[src/rtl/pfs_pkg.sv]
package pfs_pkg;
    typedef enum logic [2:0] {
        SEQ_RUN,
        SEQ_SUPPLY_LOW,
        SEQ_ON_BATTERY,
        SEQ_PWRUP_HOLD,
        SEQ_WDOG_HOLD
    } seq_state_e;
endpackage

[src/rtl/pfs_cycle_timer.sv]
// Up-counter that saturates at LIMIT-1. A synchronous clear returns it to zero.
module pfs_cycle_timer #(
    parameter int LIMIT = 2000
) (
    input  logic clk,
    input  logic rst_n,
    input  logic clear,
    output logic done
);
    localparam int CW = (LIMIT > 1) ? $clog2(LIMIT) : 1;
    localparam logic [CW-1:0] LAST = CW'(LIMIT - 1);

    logic [CW-1:0] cnt;

    assign done = (cnt == LAST);

    always_ff @(posedge clk or negedge rst_n) begin
        if (!rst_n) begin
            cnt <= '0;
        end else if (clear) begin
            cnt <= '0;
        end else if (!done) begin
            cnt <= cnt + 1'b1;
        end
    end
endmodule

[src/rtl/pfs_strobe_edge.sv]
// Detects a rising edge on the watchdog strobe input.
module pfs_strobe_edge (
    input  logic clk,
    input  logic rst_n,
    input  logic strobe,
    output logic rise
);
    logic prev;

    assign rise = strobe & ~prev;

    always_ff @(posedge clk or negedge rst_n) begin
        if (!rst_n) begin
            prev <= 1'b0;
        end else begin
            prev <= strobe;
        end
    end
endmodule

[src/rtl/pfs_seq_fsm.sv]
// Ordering state machine: one process holds the state register,
// one computes the next state, and one decodes the outputs.
module pfs_seq_fsm
    import pfs_pkg::*;
(
    input  logic clk,
    input  logic rst_n,
    input  logic vcc_trip,
    input  logic vcc_below_bat,
    input  logic hold_done,
    input  logic wdog_expire,
    output logic in_run,
    output logic in_hold,
    output logic rst_hi,
    output logic rst_lo_n,
    output logic wprot,
    output logic pfail
);
    seq_state_e state, state_nx;

    always_ff @(posedge clk or negedge rst_n) begin
        if (!rst_n) begin
            state <= SEQ_PWRUP_HOLD;
        end else begin
            state <= state_nx;
        end
    end

    always_comb begin
        state_nx = state;
        unique case (state)
            SEQ_RUN: begin
                if (vcc_below_bat)    state_nx = SEQ_ON_BATTERY;
                else if (vcc_trip)    state_nx = SEQ_SUPPLY_LOW;
                else if (wdog_expire) state_nx = SEQ_WDOG_HOLD;
            end
            SEQ_SUPPLY_LOW: begin
                if (vcc_below_bat)    state_nx = SEQ_ON_BATTERY;
                else if (!vcc_trip)   state_nx = SEQ_PWRUP_HOLD;
            end
            SEQ_ON_BATTERY: begin
                if (!vcc_below_bat) begin
                    state_nx = vcc_trip ? SEQ_SUPPLY_LOW : SEQ_PWRUP_HOLD;
                end
            end
            SEQ_PWRUP_HOLD, SEQ_WDOG_HOLD: begin
                if (vcc_below_bat)    state_nx = SEQ_ON_BATTERY;
                else if (vcc_trip)    state_nx = SEQ_SUPPLY_LOW;
                else if (hold_done)   state_nx = SEQ_RUN;
            end
            default:                  state_nx = SEQ_PWRUP_HOLD;
        endcase
    end

    always_comb begin
        in_run   = 1'b0;
        in_hold  = 1'b0;
        rst_hi   = 1'b1;
        rst_lo_n = 1'b0;
        wprot    = 1'b1;
        pfail    = 1'b0;
        unique case (state)
            SEQ_RUN: begin
                in_run   = 1'b1;
                rst_hi   = 1'b0;
                rst_lo_n = 1'b1;
                wprot    = 1'b0;
            end
            SEQ_SUPPLY_LOW: begin
            end
            SEQ_ON_BATTERY: begin
                pfail    = 1'b1;
            end
            SEQ_PWRUP_HOLD: begin
                in_hold  = 1'b1;
            end
            SEQ_WDOG_HOLD: begin
                in_hold  = 1'b1;
                wprot    = 1'b0;
            end
            default: begin
            end
        endcase
    end
endmodule

[src/rtl/pwr_fail_seq.sv]
module pwr_fail_seq #(
    parameter int HOLD_CYCLES = 2000,
    parameter int WDOG_CYCLES = 5000
) (
    input  logic clk,
    input  logic rst_n,
    input  logic mon_low,
    input  logic vcc_trip,
    input  logic vcc_below_bat,
    input  logic wdog_strobe,
    output logic nmi_n,
    output logic rst_hi,
    output logic rst_lo_n,
    output logic wprot,
    output logic pfail
);
    logic in_run, in_hold, hold_done, wd_done, strobe_rise, wdog_expire;

    pfs_strobe_edge u_edge (
        .clk    (clk),
        .rst_n  (rst_n),
        .strobe (wdog_strobe),
        .rise   (strobe_rise)
    );

    pfs_cycle_timer #(.LIMIT(HOLD_CYCLES)) u_hold_tmr (
        .clk   (clk),
        .rst_n (rst_n),
        .clear (~in_hold),
        .done  (hold_done)
    );

    pfs_cycle_timer #(.LIMIT(WDOG_CYCLES)) u_wdog_tmr (
        .clk   (clk),
        .rst_n (rst_n),
        .clear (strobe_rise | ~in_run),
        .done  (wd_done)
    );

    // A strobe edge on the expiry cycle keeps the block running.
    assign wdog_expire = wd_done & ~strobe_rise;

    pfs_seq_fsm u_fsm (
        .clk           (clk),
        .rst_n         (rst_n),
        .vcc_trip      (vcc_trip),
        .vcc_below_bat (vcc_below_bat),
        .hold_done     (hold_done),
        .wdog_expire   (wdog_expire),
        .in_run        (in_run),
        .in_hold       (in_hold),
        .rst_hi        (rst_hi),
        .rst_lo_n      (rst_lo_n),
        .wprot         (wprot),
        .pfail         (pfail)
    );

    // Early-warning interrupt: registered copy of the monitor flag.
    always_ff @(posedge clk or negedge rst_n) begin
        if (!rst_n) begin
            nmi_n <= 1'b1;
        end else begin
            nmi_n <= ~mon_low;
        end
    end
endmodule

[config.mk]
export PLATFORM = sky130hd
export DESIGN_NAME = pwr_fail_seq
export DESIGN_NICKNAME = d
export VERILOG_FILES = /design/src/rtl/pfs_pkg.sv /design/src/rtl/pfs_cycle_timer.sv /design/src/rtl/pfs_strobe_edge.sv /design/src/rtl/pfs_seq_fsm.sv /design/src/rtl/pwr_fail_seq.sv
export SDC_FILE = /design/constraint.sdc
export NUM_CORES = 1
export LEC_CHECK = 0
export ABC_AREA = 1
export CAP_MARGIN = 0
export CORE_ASPECT_RATIO = 1.1
export CORE_UTILIZATION = 58
export CTS_CLUSTER_DIAMETER = 150
export DETAILED_ROUTE_END_ITERATION = 8
export HOLD_SLACK_MARGIN = 0.03
export PLACE_DENSITY = 0.8
export REMOVE_ABC_BUFFERS = 1
export SYNTH_ARGS = -nofsm -noshare
export SYNTH_HDL_FRONTEND = slang
export SYNTH_SLANG_ARGS = --single-unit
[constraint.sdc]
create_clock -name clk -period 1.5 [get_ports clk]
set_input_delay 0.3 -clock clk [delete_from_list [all_inputs] [get_ports clk]]
set_output_delay 0.3 -clock clk [all_outputs]
set_load 0.02 [all_outputs]
==> flow_summary.yaml <==
status:
  outcome: "complete, but fails checks"
  violations: "setup timing"
sta:
  slew_viol_final: 0
  skew_ns: 0.006867
  relSlewSlack: 0.7909
  fmax_ghz: 0.6478
  tns_ns: -0.1514
  period_share: 1.029
  final-setup-viol-count: 5
  setup_slack_ns: -0.04367
  final.min_clock_period_ns: 1.544
  rsz0062_at_grt: "yes"
  worst-slew-pin-transition_ns: 0.3112
  finalHoldViolations: 0
floorplanning:
  die_w_um: 52.30
  rows: 19
  io_pins: 11
  dieArea_um2: 2998
  core_region_area_um2: 2567
  dieHeight_um: 57.33
  start_util: 0.6287
place:
  globalplace.congestion: 0.8494
  place_area_um2: 1863
  dp_cells: 263
  numPortBuffers: 10
  preCtsSetupSlack_ns: -0.1789
  dp_hpwl_um: 2426
cells_and_area:
  multi_input_area_um2: 825.8
  fin_cells: 272
  drive_above_1_share: 0.2365
  fill_cells: 174
  syn_to_final_growth_pct: 24.50
  register_area_um2: 729.5
  nNetsFinal: 248
  final_area_um2: 2009
  insertedDiodeCount: 0
run:
  drv_cap: 0
global_route:
  gr-usage-all-layers: 0.2618
  antenna_found_initial: 0
  grt_pass1_vias: 1426
  grt_overflow: 0
  grt_pass1_wl_um: 5720
  grt_start_max_net_pins: 30
drt:
  drtIter0Drc: 53
  drt-vias-per-instance: 5.324
  routed_wl_um: 3459
  drt_pass1_iterations: 4
  ant_nets: 0
  drc: 0
  via_count: 1448
  routedWlPerCell_um: 12.72
worst_setup_path:
  path_max_fanout: 2
  cp-start-kind: "flip-flop"
  r2r_slack_ns: -0.04
  rr_worst_depth: 9
  worstPathRequired_ns: 1.20
  worstPathArrival_ns: 1.24
  end_kind: "primary output"
  crit_type: "flip-flop to primary output"
power_and_ir_drop:
  clkPwrFrac: 0.231
  p_switching_w: 0.001077
  p_int_w: 0.001828
  finalPower_w: 0.002905
  cellLeakagePower_nw: 0.9151
  p_sw_frac: 0.3707
  power.density_nw_per_um2: 1446
  ir_drop_mv: 1.593
  power_frac_comb: 0.442
  seqPwrFrac: 0.326
synth:
  syn-cell-area_um2: 1614
  ys_ff_latch: 29
  ys_seq_area_frac: 0.4519
  ys_types: 28
  syn_area_per_cell_um2: 7.723
  ys.warnings.count: 0
  synthCells: 209
clock_tree:
  numCtsBuffers: 5
  cts_sinks: 29
  clk_pin_slew_ns: 0.10
  insertion_delay_ns: 0.33
  cts.path.max_buffers: 2
  tritoncts: "yes"
  root_buffer: "clkbuf_4"
  cts-hold-fix-buffers: 0
  cts_htree_levels: 2
min_path:
  hp-class: "input pin to asynchronous set/reset pin"
==> per-layer routing <==
metal	GRT usage	vias to the layer above	wire length, µm
met4	0.1015	0	35
met2	0.4665	26	1916
met5	0	-	0
met3	0.07467	6	113
met1	0.2860	684	1394
li1	-	732	-
==> kinds of logic (layout without fill, tap and decap cells) <==
group	after synthesis	after routing	synth area share
buffers and inverters	28	60	0.06666
AND/OR/NAND/NOR	116	116	0.3349
adder cells (fa/ha/maj)	2	2	0.01550
XOR/XNOR	5	5	0.02713
AO/OA/AOI/OAI	29	29	0.1039
flip-flops	29	29	0.4519
==> cell usage in the layout, fill, tap and decap left out, drive strengths merged, types with 6 or more instances in the layout <==
cell type	instances
a21oi	12
nor3	6
buf	18
nor2	41
dfrtp	26
clkbuf	7
o21ai	12
inv	28
nand3	15
nand2	51
==> sequential cells by signal (all words and copies together) (netlist names) <==
signal	count
u_fsm.state	3
u_wdog_tmr.cnt	13
nmi_n	1
u_edge.prev	1
u_hold_tmr.cnt	11
==> final cells by class <==
type                    count  area share
multi-input cells         152      0.4110
inverters                  28     0.05355
clock buffers               7     0.02740
well taps                  31     0.01930
flip-flops and latches     29      0.3630
clock inverters             1     0.01494
repair buffers             24      0.1108
==> critical path, stage by stage (launching register included) <==
cell and delay (ns):
dfstp_2 0.55, nand2_1 0.08, nor2_2 0.15, buf_6 0.13
==> synth_stat cells <==
cell	number	area, µm²
o211ai_1	1	7.510
nor2_8	1	20.02
a211oi_1	2	15.01
o21ai_1	4	20.02
nor3_1	6	30.03
nand2_4	1	11.26
or2_1	1	6.260
nand3_4	1	17.52
nor2_2	5	31.28
a21oi_4	1	16.27
dfrtp_1	26	650.6
nor2_1	33	123.9
a31oi_1	1	6.260
inv_2	4	15.01
dfstp_2	3	78.83
o21a_1	1	7.510
nand2_2	3	18.77
inv_1	23	86.33
ha_1	2	25.02
nor4_1	1	6.260
a21oi_1	11	55.05
nand4_1	1	6.260
nand3_1	14	70.07
xor2_1	5	43.79
nor2_4	2	22.52
o21ai_0	8	40.04
inv_4	1	6.260
nand2_1	47	176.4
==> power by group through the flow <==
stage               sequential (W)  clock (W)  combinational, W
global placement          0.000957          0           0.00109
detailed placement        0.000965          0           0.00112
CTS                       0.000943   0.000678           0.00114
finish                    0.000948   0.000672           0.00129
global route              0.000960   0.000717           0.00138
floorplan                 0.000979          0          0.000636
==> repair_timing <==
| item | in CTS | in global routing |
|---|---|---|
| setup buffers | 1 | 0 |
| pin swaps | 1 | 4 |
| setup endpoints to repair | 5 | 16 |
| gates resized for setup | 21 | 19 |
==> path summary, 6_finish.rpt <==
kind / startpoint / end
worst max-delay path: u_fsm.state[1] / pfail
worst min-delay path: rst_n / u_hold_tmr.cnt[9]
worst max register to register: u_fsm.state[1] / u_fsm.state[2]
worst min register to register: u_wdog_tmr.cnt[4] / u_wdog_tmr.cnt[4]
max in group asynchronous: rst_n / nmi_n
min in group clk: mon_low / nmi_n
==> per-stage QoR <==
step | util | hold WS (ns)
after floorplan | - | 0.004409
after global placement | 0.7256 | 0.4741
after detailed placement | 0.7256 | 0.4724
after CTS | 0.7593 | 0.3228
after global routing | 0.7827 | 0.3157
final | 0.7827 | 0.3207
Note: power is estimated with default switching activity, not from simulation.
